<file path="config.mk">
export PLATFORM = sky130hd
export DESIGN_NAME = serwr_port
export DESIGN_NICKNAME = d
export VERILOG_FILES = /design/src/rtl/serwr_pkg.sv /design/src/rtl/serwr_ctrl.sv /design/src/rtl/serwr_frame.sv /design/src/rtl/serwr_unpack.sv /design/src/rtl/serwr_port.sv
export SDC_FILE = /design/constraint.sdc
export NUM_CORES = 1
export LEC_CHECK = 0
export CAP_MARGIN = 20
export CELL_PAD_IN_SITES_DETAIL_PLACEMENT = 0
export CELL_PAD_IN_SITES_GLOBAL_PLACEMENT = 1
export CORE_ASPECT_RATIO = 0.6
export CORE_MARGIN = 2
export CORE_UTILIZATION = 52
export CTS_CLUSTER_SIZE = 40
export DETAILED_ROUTE_END_ITERATION = 7
export DONT_BUFFER_PORTS = 1
export GPL_ROUTABILITY_DRIVEN = 0
export PLACE_DENSITY = 0.81
export SYNTH_ARGS = -nofsm -noshare
export SYNTH_HDL_FRONTEND = slang
export SYNTH_SLANG_ARGS = --single-unit
</file>
<file path="constraint.sdc">
create_clock -name clk -period 2.91 [get_ports clk]
set_input_delay 0.4365 -clock clk [delete_from_list [all_inputs] [get_ports clk]]
set_output_delay 0.4365 -clock clk [all_outputs]
set_load 0.02 [all_outputs]
</file>
<file path="src/rtl/serwr_pkg.sv">
package serwr_pkg;
  localparam int unsigned HOST_W  = 8;
  localparam int unsigned F_BANK  = 0;
  localparam int unsigned F_SRC   = 1;
  localparam int unsigned F_CSN   = 2;
  localparam int unsigned F_MODE  = 3;
  localparam int unsigned F_SDAT  = HOST_W - 1;

  typedef enum logic [1:0] {
    PH_CMD  = 2'd0,
    PH_AHI  = 2'd1,
    PH_ALO  = 2'd2,
    PH_DATA = 2'd3
  } phase_e;

  typedef struct packed {
    logic mode;
    logic csn;
    logic src;
    logic bank;
  } ctrl_t;
endpackage

</file>
<file path="src/rtl/serwr_ctrl.sv">
module serwr_ctrl
  import serwr_pkg::*;
(
  input  logic              clk,
  input  logic              rst_n,
  input  logic              wr_stb,
  input  logic [HOST_W-1:0] wr_data,
  input  logic              line_active,
  input  logic              fast_tick,
  output ctrl_t             ctrl,
  output logic              err,
  output logic              shift_en,
  output logic              shift_bit,
  output logic              tick_en
);
  ctrl_t ctrl_q, ctrl_d;
  logic  err_q, err_d;
  logic  keep_low, bad_store;

  always_comb begin
    keep_low  = wr_stb & ~ctrl_q.csn & ~wr_data[F_CSN];
    shift_en  = keep_low & ~ctrl_q.src & ~line_active;
    bad_store = keep_low & (ctrl_q.src | line_active);
    shift_bit = wr_data[F_SDAT];
    tick_en   = ctrl_q.src & ~ctrl_q.csn & line_active & fast_tick & ~wr_stb;

    ctrl_d = ctrl_q;
    if (wr_stb) begin
      ctrl_d.bank = wr_data[F_BANK];
      ctrl_d.mode = wr_data[F_MODE];
      ctrl_d.csn  = wr_data[F_CSN];
      if (ctrl_q.csn) ctrl_d.src = wr_data[F_SRC];
    end

    err_d = err_q;
    if (wr_stb && wr_data[F_CSN]) err_d = 1'b0;
    else if (bad_store)           err_d = 1'b1;
  end

  always_ff @(posedge clk or negedge rst_n) begin
    if (!rst_n) begin
      ctrl_q <= '{mode: 1'b0, csn: 1'b1, src: 1'b0, bank: 1'b0};
      err_q  <= 1'b0;
    end else begin
      ctrl_q <= ctrl_d;
      err_q  <= err_d;
    end
  end

  assign ctrl = ctrl_q;
  assign err  = err_q;


  src_hold_chk: assert property (@(posedge clk) disable iff (!rst_n)
    (!ctrl_q.csn && $past(!ctrl_q.csn)) |-> $stable(ctrl_q.src));


  err_sticky_chk: assert property (@(posedge clk) disable iff (!rst_n)
    (err_q && !(wr_stb && wr_data[F_CSN])) |=> err_q);
endmodule

</file>
<file path="src/rtl/serwr_frame.sv">
module serwr_frame
  import serwr_pkg::*;
#(
  parameter int unsigned BYTE_BITS = 8,
  localparam int unsigned BW = $clog2(BYTE_BITS)
) (
  input  logic                 clk,
  input  logic                 rst_n,
  input  logic                 cs_n,
  input  logic                 shift_en,
  input  logic                 shift_bit,
  output logic [BW-1:0]        bit_idx,
  output phase_e               phase,
  output logic [BYTE_BITS-1:0] rx_byte,
  output logic                 rx_valid
);
  localparam logic [BW-1:0] LAST_IDX = BW'(BYTE_BITS - 1);

  logic [BW-1:0]        idx_q, idx_d;
  phase_e               ph_q, ph_d;
  logic [BYTE_BITS-1:0] sreg_q, sreg_d;
  logic [BYTE_BITS-1:0] byte_q, byte_d;
  logic                 vld_q, vld_d;

  always_comb begin
    idx_d  = idx_q;
    ph_d   = ph_q;
    sreg_d = sreg_q;
    byte_d = byte_q;
    vld_d  = 1'b0;
    if (cs_n) begin
      idx_d = '0;
      ph_d  = PH_CMD;
    end else if (shift_en) begin
      sreg_d = {sreg_q[BYTE_BITS-2:0], shift_bit};
      if (idx_q == LAST_IDX) begin
        idx_d  = '0;
        byte_d = sreg_d;
        vld_d  = 1'b1;
        if (ph_q != PH_DATA) ph_d = phase_e'(ph_q + 2'd1);
      end else begin
        idx_d = idx_q + 1'b1;
      end
    end
  end

  always_ff @(posedge clk or negedge rst_n) begin
    if (!rst_n) begin
      idx_q  <= '0;
      ph_q   <= PH_CMD;
      sreg_q <= '0;
      byte_q <= '0;
      vld_q  <= 1'b0;
    end else begin
      idx_q  <= idx_d;
      ph_q   <= ph_d;
      sreg_q <= sreg_d;
      byte_q <= byte_d;
      vld_q  <= vld_d;
    end
  end

  assign bit_idx  = idx_q;
  assign phase    = ph_q;
  assign rx_byte  = byte_q;
  assign rx_valid = vld_q;


  cs_clear_chk: assert property (@(posedge clk) disable iff (!rst_n)
    cs_n |=> (idx_q == '0 && ph_q == PH_CMD));


  data_phase_hold_chk: assert property (@(posedge clk) disable iff (!rst_n)
    (ph_q == PH_DATA && !cs_n) |=> ph_q == PH_DATA);


  valid_from_shift_chk: assert property (@(posedge clk) disable iff (!rst_n)
    vld_q |-> $past(shift_en));
endmodule

</file>
<file path="src/rtl/serwr_unpack.sv">
module serwr_unpack #(
  parameter int unsigned PIX_W = 2,
  localparam int unsigned CW = $clog2(PIX_W)
) (
  input  logic             clk,
  input  logic             rst_n,
  input  logic             cs_n,
  input  logic             mode,
  input  logic             tick,
  input  logic             so,
  output logic [PIX_W-1:0] pix,
  output logic             pix_valid
);
  localparam logic [CW-1:0] LAST_CNT = CW'(PIX_W - 1);

  logic [CW-1:0]    cnt_q, cnt_d;
  logic [PIX_W-1:0] acc_q, acc_d;
  logic [PIX_W-1:0] pix_q, pix_d;
  logic             vld_q, vld_d;

  always_comb begin
    cnt_d = cnt_q;
    acc_d = acc_q;
    pix_d = pix_q;
    vld_d = 1'b0;
    if (cs_n) begin
      cnt_d = '0;
    end else if (tick) begin
      if (!mode) begin
        pix_d = {PIX_W{so}};
        vld_d = 1'b1;
        cnt_d = '0;
      end else if (cnt_q == LAST_CNT) begin
        pix_d = {acc_q[PIX_W-2:0], so};
        vld_d = 1'b1;
        cnt_d = '0;
      end else begin
        acc_d = {acc_q[PIX_W-2:0], so};
        cnt_d = cnt_q + 1'b1;
      end
    end
  end

  always_ff @(posedge clk or negedge rst_n) begin
    if (!rst_n) begin
      cnt_q <= '0;
      acc_q <= '0;
      pix_q <= '0;
      vld_q <= 1'b0;
    end else begin
      cnt_q <= cnt_d;
      acc_q <= acc_d;
      pix_q <= pix_d;
      vld_q <= vld_d;
    end
  end

  assign pix       = pix_q;
  assign pix_valid = vld_q;


  mono_pix_chk: assert property (@(posedge clk) disable iff (!rst_n)
    (tick && !cs_n && !mode) |=> (vld_q && pix_q == {PIX_W{$past(so)}}));
endmodule

</file>
<file path="src/rtl/serwr_port.sv">
module serwr_port
  import serwr_pkg::*;
(
  input  logic        clk,
  input  logic        rst_n,
  input  logic        wr_stb,
  input  logic [7:0]  wr_data,
  input  logic        fast_tick,
  input  logic        line_active,
  input  logic        mem_so,
  output logic        bank_sel,
  output logic        vid_mode,
  output logic        stream_mode,
  output logic        mem_cs_n,
  output logic        mem_sck,
  output logic        mem_si,
  output logic        err,
  output logic [2:0]  bit_cnt,
  output logic [1:0]  phase,
  output logic [7:0]  rx_byte,
  output logic        rx_valid,
  output logic [1:0]  pix,
  output logic        pix_valid
);
  ctrl_t  ctrl;
  logic   shift_en, shift_bit, tick_en;
  phase_e ph;
  logic   sck_q, sck_d, si_q, si_d;

  serwr_ctrl i_ctrl (
    .clk(clk), .rst_n(rst_n), .wr_stb(wr_stb), .wr_data(wr_data),
    .line_active(line_active), .fast_tick(fast_tick), .ctrl(ctrl),
    .err(err), .shift_en(shift_en), .shift_bit(shift_bit), .tick_en(tick_en)
  );

  serwr_frame #(.BYTE_BITS(HOST_W)) i_frame (
    .clk(clk), .rst_n(rst_n), .cs_n(ctrl.csn), .shift_en(shift_en),
    .shift_bit(shift_bit), .bit_idx(bit_cnt), .phase(ph),
    .rx_byte(rx_byte), .rx_valid(rx_valid)
  );

  serwr_unpack #(.PIX_W(2)) i_unpack (
    .clk(clk), .rst_n(rst_n), .cs_n(ctrl.csn), .mode(ctrl.mode),
    .tick(tick_en), .so(mem_so), .pix(pix), .pix_valid(pix_valid)
  );

  always_comb begin
    sck_d = shift_en | tick_en;
    si_d  = shift_en ? shift_bit : si_q;
  end

  always_ff @(posedge clk or negedge rst_n) begin
    if (!rst_n) begin
      sck_q <= 1'b0;
      si_q  <= 1'b0;
    end else begin
      sck_q <= sck_d;
      si_q  <= si_d;
    end
  end

  assign bank_sel    = ctrl.bank;
  assign vid_mode    = ctrl.mode;
  assign stream_mode = ctrl.src;
  assign mem_cs_n    = ctrl.csn;
  assign mem_sck     = sck_q;
  assign mem_si      = si_q;
  assign phase       = ph;


  sck_needs_cs_chk: assert property (@(posedge clk) disable iff (!rst_n)
    mem_sck |-> !mem_cs_n);


  stream_window_chk: assert property (@(posedge clk) disable iff (!rst_n)
    (mem_sck && stream_mode) |-> $past(line_active));
endmodule

</file>
==> results of run 1 <==
-- area by class of cell --
cell class                      instances  area [sq um]
Clock buffer                            7          86.3
Multi-Input combinational cell         62           566
Timing Repair Buffer                    2          30.0
Sequential cell                        33           827
Tap cell                               32          40.0
Inverter                                3          11.3
Fill cell                             212           997
-- sequential cells by signal (all words and copies together) (netlist names), 2 cells and up --
name	flops
i_frame.rx_byte	8
i_frame.sreg_q	7
i_frame.bit_idx	3
i_frame.phase	2
i_ctrl.ctrl	4
i_unpack.pix	2
-- where the power goes --
group	internal (uW)	switching (uW)	leakage, uW
Sequential	514	75.9	0.000439
Clock	187	143	0.0000443
Combinational	55.3	31.6	0.000252
-- logic make-up (layout without fill, tap and decap cells) --
| logic type | count (synthesis) | after routing | share of synthesized area [%] |
|---|---|---|---|
| mux | 24 | 24 | 18.8 |
| compound gates | 8 | 8 | 3.68 |
| fa+ha+maj | 3 | 3 | 2.62 |
| flops | 33 | 33 | 57.8 |
| simple gates | 27 | 27 | 14.4 |
| buf+inv | 6 | 12 | 2.62 |
-- metrics by stage --
| step | hold slack, ps | util, % |
|---|---|---|
| after floorplan | 141 | - |
| final | 249 | 61.0 |
| after global placement | 141 | 56.5 |
| after CTS | 239 | 61.0 |
| after global routing | 235 | 61.0 |
| after detailed placement | 141 | 56.5 |
-- layer usage --
layer / vias up / track usage (%) / share of wire, %
met1: 405 / 24.8 / 51
met4: 0 / 6.79 / 1.2
met2: 27 / 24.6 / 40
met5: - / 0 / 0
met3: 4 / 8.20 / 8.3
li1: 378 / - / -
-- worst min-delay path by stage --
stage / slack (ps) / from / end
after floorplan: 140 / rst_n / i_ctrl.ctrl[0]$_DFFE_PN0P_
after global placement: 140 / rst_n / i_ctrl.ctrl[3]$_DFFE_PN0P_
after detailed placement: 140 / rst_n / i_ctrl.ctrl[3]$_DFFE_PN0P_
after CTS: 240 / wr_stb / i_ctrl.err$_DFFE_PN0P_
after global routing: 230 / wr_stb / i_ctrl.err$_DFFE_PN0P_
final: 250 / wr_stb / i_ctrl.err$_DFFE_PN0P_
-- synthesized netlist by cell type (2+ instances only) --
cell type  count  share of area, %
buf_6          2               1.6
nand4b_1       3               1.8
nor3b_1        2               1.0
o21ai_0        4               1.4
mux2_2        22                17
nand2b_1       5               2.2
dfrtp_1       32                56
inv_1          3              0.79
nor2b_1        2              0.87
nor2_1         2              0.53
nand3_1        3               1.0
nand2_1        2              0.53
ha_1           3               2.6
-- critical path, stage by stage (launching register included) --
cell and delay (ps):
dfrtp_1 550, nor4b_4 370, nand3_1 300, inv_1 240
mux2_2 350
==> results.toml, run 1 <==
[yosys]
synth_warnings = 0
synth_edf_count = 0
syn_area_per_cell_sq_um = 14.2
synth_flop_cell = "dfrtp_1"
synth_seq_cells = 33
syn_area_sq_mm = 0.00143
synth-async-reset-ratio_pct = 100
yosysUniqueCellTypes = 29
seq_area_frac_synth_pct = 57.8
syn-num-nets = 118
synth_cells = 101

[clocking]
cts_resized = 0
cts_tree = "done"
holdBufCountCts = 2
htreeDepth = 2
cts_sinks = 33
post-cts-setup-buffer-count = 0
worstSkewPairLatency_ps = 270
cts_root_buf = "clkbuf_8"
clk_path_buf_depth = 2
clkTransAtPathRegs_ps = 60
cts_buffers = 5

[cells_and_area]
layout_commonest_cell = "dfrtp_1"
drive_above_1_share_pct = 33.6
synthToLayoutAreaGrowth_pct = 9.10
final_cell_mix = "32 x dfrtp_1, 22 x mux2_2, 6 x clkbuf_8"
fin_cells = 139
nets = 124
finalInstanceArea_sq_mm = 0.00156
n_antenna_cell = 0

[grt]
grt_first_pass_wirelength_mm = 4.17
grt_overflow_total = 0
grt_usage_pct = 17.9
grt_max_degree = 34
grt_antenna_before_repair = 0
grt_pass1_vias = 854

[floorplan]
io_pins = 38
die_w_microns = 71.7
die-height_microns = 44.6
core_sq_mm = 0.00256
num_rows = 14
initial_core_util_pct = 55.9
dieArea_sq_mm = 0.00320

[route]
totalWireLength_mm = 2.41
detail-route-antenna-nets = 0
remaining_drc_errors = 0
drtIter0Drc = 25
vias_per_cell = 5.86
drtPass1Iterations = 4
wl_per_cell_microns = 17.3
num_vias = 814

[setup_path]
crit_path_start_kind = "flop"
rr_endpoint = "i_frame.rx_byte[5]$_DFFE_PN0P_"
crit_path_end = "i_frame.rx_byte[5]$_DFFE_PN0P_"
reg2reg_from = "i_ctrl.ctrl[1]$_DFFE_PN0P_"
worstPathRequired_ps = 3070
path_max_fanout = 9
endpoint_kind = "flop"
regToRegSetupSlack_ps = 990
crit_type = "flop to flop"
worstSetupStartpoint = "i_ctrl.ctrl[1]$_DFFE_PN0P_"
r2r_cells = 4
arrival_ps = 2080

[sta]
timing.final.max_slew_violations = 0
fin_setup_tns_ps = 0
rsz0062_at_grt = "false"
min_period_ps = 1920
maxSlewHeadroom_pct = 68.7
worst_slack_ps = 992
hold_violations = 0
setup_viol = 0
fin_crit_sh_pct = 65.9
worst_pin_slew_ps = 469
timing.fmax_mhz = 521
finalClockSkew_ps = 4.70

[worst_hold_path]
min_path_cells = 1
hold_path_class = "input port to flop"

[power]
powerDensity_mw_per_mm2 = 646
power.total_uw = 1010
cellLeakagePower_uw = 0.000735
peakVddDrop_mv = 0.389

[placed_design]
hpwl_mm = 1.70
placed_area_sq_mm = 0.00144
dp_slack_ps = 959
dp_cells = 130
portBuffers = 0

[run]
maxCapViolCount = 0

[run_status]
outcome = "completed"
Note: power is estimated with default switching activity, not from simulation.
==> run 2, diff against run 1 <==
CORE_UTILIZATION = 44   (was 52)
PLACE_DENSITY = 0.73   (was 0.81)
clock period = 1.6 ns   (was 2.91 ns; I/O delays follow)
==> results.toml, run 2 (synthesis gave the netlist of run 1 again) <==
[grt]
grt_first_pass_wirelength_mm = 4.34
grt_pass1_vias = 890
grt_max_degree = 34
grt_antenna_before_repair = 0
grt_overflow_total = 0
grt_usage_pct = 15.8

[route]
drtIter0Drc = 77
wl_per_cell_microns = 16.2
drtPass1Iterations = 4
remaining_drc_errors = 0
totalWireLength_mm = 2.74
num_vias = 874
vias_per_cell = 5.17
detail-route-antenna-nets = 0

[sta]
maxSlewHeadroom_pct = 79.0
min_period_ps = 1630
worst_slack_ps = -32.5
worst_pin_slew_ps = 314
fin_crit_sh_pct = 102
hold-worst-slack_ps = 59.9
setup_viol = 3
timing.final.max_slew_violations = 0
rsz0062_at_grt = "true"
timing.fmax_mhz = 613
finalClockSkew_ps = 4.89
hold_violations = 0

[power]
p_comb_share_pct = 15.6
cellLeakagePower_uw = 0.000848
power_frac_clock_pct = 31.3
p_int_uw = 1470
power.total_uw = 1960
peakVddDrop_mv = 0.676
powerDensity_mw_per_mm2 = 1090
switching_share_pct = 24.9
switching_power_uw = 488
pwr-share-seq_pct = 53.1

[setup_path]
worstPathRequired_ps = 1790
path_max_fanout = 3
arrival_ps = 1830
crit_path_start_kind = "flop"
crit_type = "flop to flop"
reg2reg_from = "i_ctrl.ctrl[2]$_DFFE_PN1P_"
worstSetupStartpoint = "i_ctrl.ctrl[2]$_DFFE_PN1P_"
endpoint_kind = "flop"

[clocking]
cts_tree = "done"
worstSkewPairLatency_ps = 270
cts_buffers = 5
clkTransAtPathRegs_ps = 60
clk_path_buf_depth = 2
cts_sinks = 33
htreeDepth = 2
cts_root_buf = "clkbuf_8"

[placed_design]
dp_slack_ps = -44.9
portBuffers = 0
hpwl_mm = 1.95

[floorplan]
io_pins = 38
core_sq_mm = 0.00298
num_rows = 15
die_w_microns = 77.6
die-height_microns = 48.2
initial_core_util_pct = 47.9
dieArea_sq_mm = 0.00374

[cells_and_area]
nets = 143
utilization_pct = 60.4
synthToLayoutAreaGrowth_pct = 26.0
largest_reg_flops = 8
fillerInstances = 247
n_antenna_cell = 0
final_cell_mix = "29 x dfrtp_1, 15 x buf_4, 12 x mux2_4"
layout_commonest_cell = "dfrtp_1"
drive_above_1_share_pct = 49.6

[worst_hold_path]
hold_start = "wr_stb"
hold_path_class = "input port to flop"

[run_status]
outcome = "complete, but fails checks"
violations = "setup timing"

[run]
maxCapViolCount = 0
run 2: power by group through the flow:
stage	logic [uW]	registers [uW]	clock network (uW)
floorplan	137	1060	0
global placement	216	1050	0
detailed placement	223	1050	0
CTS	255	1040	637
global route	329	1060	675
finish	305	1040	614
run 2: routing by layer:
metal	GRT usage (%)	wire length, microns	vias to the layer above
li1	-	-	417
met2	22.4	1170	31
met4	5.36	8	0
met1	21.8	1320	424
met3	7.22	242	2
met5	0	0	-
run 2: area by class of cell:
| type | instances | area [sq um] | area share, % |
|---|---|---|---|
| clock buffer | 8 | 90.1 | 5.00 |
| inverter | 3 | 13.8 | 0.764 |
| multi-input combinational | 63 | 638 | 35.4 |
| sequential | 33 | 831 | 46.1 |
| tap | 42 | 52.6 | 2.92 |
| timing repair buffer | 20 | 176 | 9.79 |
run 2: final timing paths:
check                      slack, ps                        endpoint  depth (start not counted)
max                              -30  i_frame.bit_idx[0]$_DFFE_PN0P_                          4
min in group asynchronous        420   i_frame.sreg_q[4]$_DFFE_PN0P_                          2
max in group asynchronous        950      i_ctrl.ctrl[2]$_DFFE_PN1P_                          2
max reg2reg                      -30  i_frame.bit_idx[0]$_DFFE_PN0P_                          4
min reg2reg                      510   i_unpack.acc_q[0]$_DFFE_PN0P_                          1
min                               60          i_ctrl.err$_DFFE_PN0P_                          1
run 2: metrics by stage:
stage                     setup TNS (ps)  cell area, sq um  cells
after floorplan                     -665              1440    101
after global placement              -256              1590    156
after detailed placement            -325              1590    156
after CTS                           -128              1720    167
after global routing                -276              1800    169
final                              -36.0              1800    169
run 2: repair_timing:
item / 4_1_cts / 5_1_grt
cloned: 1 / 0
pin swaps: 2 / 3
hold buffers: 2 / 0
gates resized for setup: 3 / 18
setup buffers: 0 / 2
endpoints found under the setup margin: 10 / 20
endpoints found under the hold margin: 33 / 0
run 2: worst max-delay path: stages (launching register included):
cell and delay, ps:
dfstp_2 370, or4b_4 560, buf_6 140, or4_4 410
o21ai_2 70
==> run 3, diff against run 2 <==
--- a/config.mk
+++ b/config.mk
@@ -17,2 +17,3 @@
 export GPL_ROUTABILITY_DRIVEN = 0
+export MAX_ROUTING_LAYER = met4
 export PLACE_DENSITY = 0.73
@@ -21 +22,2 @@
 export SYNTH_SLANG_ARGS = --single-unit
+export TNS_END_PERCENT = 50
--- a/constraint.sdc
+++ b/constraint.sdc
@@ -3,2 +3,2 @@
 set_output_delay 0.24 -clock clk [all_outputs]
-set_load 0.02 [all_outputs]
+set_load 0.1 [all_outputs]
==> results.toml, run 3 (synthesis gave the netlist of run 1 again) <==
[power]
p_comb_share_pct = 26.8
switching_share_pct = 33.7
peakVddDrop_mv = 0.659
cellLeakagePower_uw = 0.000962
switching_power_uw = 778
power_frac_clock_pct = 29.6
p_int_uw = 1530
pwr-share-seq_pct = 43.5
powerDensity_mw_per_mm2 = 1160

[worst_hold_path]
hold_path_class = "input port to flop"
hold_start = "wr_stb"

[route]
remaining_drc_errors = 0
wl_per_cell_microns = 16.0
totalWireLength_mm = 3.06
drtPass1Iterations = 4
drtIter0Drc = 30
vias_per_cell = 5.06
num_vias = 967
detail-route-antenna-nets = 0

[clocking]
htreeDepth = 2
cts_root_buf = "clkbuf_8"
cts_sinks = 33
cts_buffers = 5
clkTransAtPathRegs_ps = 60
cts_tree = "done"
worstSkewPairLatency_ps = 290
clk_path_buf_depth = 2

[setup_path]
reg2reg_from = "i_ctrl.ctrl[2]$_DFFE_PN1P_"
worstPathRequired_ps = 1770
crit_path_top_delay_cell = "or4b_4"
crit_path_start_kind = "flop"
worstSetupStartpoint = "i_ctrl.ctrl[2]$_DFFE_PN1P_"
cp_slowest_stage_delay_ps = 570
path_max_fanout = 5
crit_type = "flop to flop"
path_cells = "or4b_4 > nor2_4 > mux2_2"
cp_top_family = "simple AND/OR/NAND/NOR gates"
critPathBufInv = 0
endpoint_kind = "flop"
arrival_ps = 1900
regToRegSetupSlack_ps = -130

[floorplan]
die-height_microns = 48.2
dieArea_sq_mm = 0.00374
core_sq_mm = 0.00298
die_w_microns = 77.6
io_pins = 38
num_rows = 15
initial_core_util_pct = 47.9

[sta]
hold_violations = 0
maxSlewHeadroom_pct = 77.6
min_period_ps = 1730
worst_slack_ps = -128
hold-worst-slack_ps = 39.6
fin_crit_sh_pct = 108
timing.fmax_mhz = 579
worst_pin_slew_ps = 337
finalClockSkew_ps = 4.63
timing.final.max_slew_violations = 0
setup_viol = 22
rsz0062_at_grt = "true"
fin_setup_tns_ps = -1740

[run]
maxCapViolCount = 0

[cells_and_area]
largest_reg_flops = 8
multi_input_area_sq_um = 634
regArea_sq_um = 843
final_cell_mix = "35 x buf_4, 28 x dfrtp_1, 17 x mux2_2"
fin_cells = 191
fillerInstances = 225
drive_above_1_share_pct = 60.4
layout_commonest_cell = "buf_4"
synthToLayoutAreaGrowth_pct = 39.7
utilization_pct = 67.0
n_antenna_cell = 0
nets = 165

[grt]
busiest_layer = "met2"
grt_max_degree = 34
grt_pass1_vias = 1006
use_met1_pct = 22.0
grt_usage_pct = 18.5
grt_antenna_before_repair = 0
grt_first_pass_wirelength_mm = 4.73
met3_usage_pct = 5.74
gr-usage-met2_pct = 29.7
grt_overflow_total = 0

[placed_design]
hpwl_mm = 2.09
portBuffers = 0
dp_cells = 175

[run_status]
violations = "setup timing"
outcome = "complete, but fails checks"
[run 3: changes by cell type in the layout (fill, tap and decap cells not counted), moves of 2 or more]
cell      change
clkbuf_1      -2
buf_4        +20
mux2_2        +6
mux2_4        -6
dfrtp_2       -2
dfrtp_4       +3
[run 3: path summary, 6_finish.rpt]
check | endpoint | depth (start not counted)
max in group asynchronous | i_ctrl.ctrl[2]$_DFFE_PN1P_ | 2
max reg2reg | i_frame.sreg_q[2]$_DFFE_PN0P_ | 3
min in group asynchronous | i_ctrl.ctrl[0]$_DFFE_PN0P_ | 2
min reg2reg | i_unpack.acc_q[0]$_DFFE_PN0P_ | 1
min | i_ctrl.err$_DFFE_PN0P_ | 1
max | i_frame.sreg_q[2]$_DFFE_PN0P_ | 3
[run 3: power by group through the flow]
| stage | Sequential (uW) | Clock, uW | Combinational [uW] |
|---|---|---|---|
| 2_1_floorplan | 1310 | 0 | 138 |
| 3_3_place_gp | 1010 | 0 | 545 |
| 3_5_place_dp | 1020 | 0 | 554 |
| 4_1_cts | 1010 | 697 | 611 |
| 5_1_grt | 1020 | 729 | 646 |
| 6_report | 1010 | 685 | 620 |
[run 3: per-layer routing]
metal	wire, microns	share of wire (%)
met1	1450	47
met2	1420	46
met3	144	4.7
met4	48	1.6
met5	0	0
[run 3: per-stage QoR]
| step | setup slack, ps | power, uW | instance area, sq um |
|---|---|---|---|
| 6_report | -128 | 2310 | 2000 |
| 4_1_cts | -133 | 2310 | 1970 |
| 3_3_place_gp | -131 | 1560 | 1760 |
| 3_5_place_dp | -155 | 1570 | 1760 |
| 5_1_grt | -168 | 2390 | 2000 |
| 2_1_floorplan | -268 | 1450 | 1470 |
[run 3: what timing repair did]
item,in CTS,in global routing
hold endpoints to repair,33,0
pin swaps,5,4
resized for setup,10,6
cloned,1,0
endpoints found under the setup margin,23,25
setup buffers,4,1
hold buffers,2,0
[run 3: area by class of cell]
type	count	area share, %
Sequential cell	33	42.2
Clock buffer	7	4.82
Inverter	3	0.689
Multi-Input combinational cell	63	31.7
Clock inverter	1	0.250
Timing Repair Buffer	42	17.7
Tap cell	42	2.63
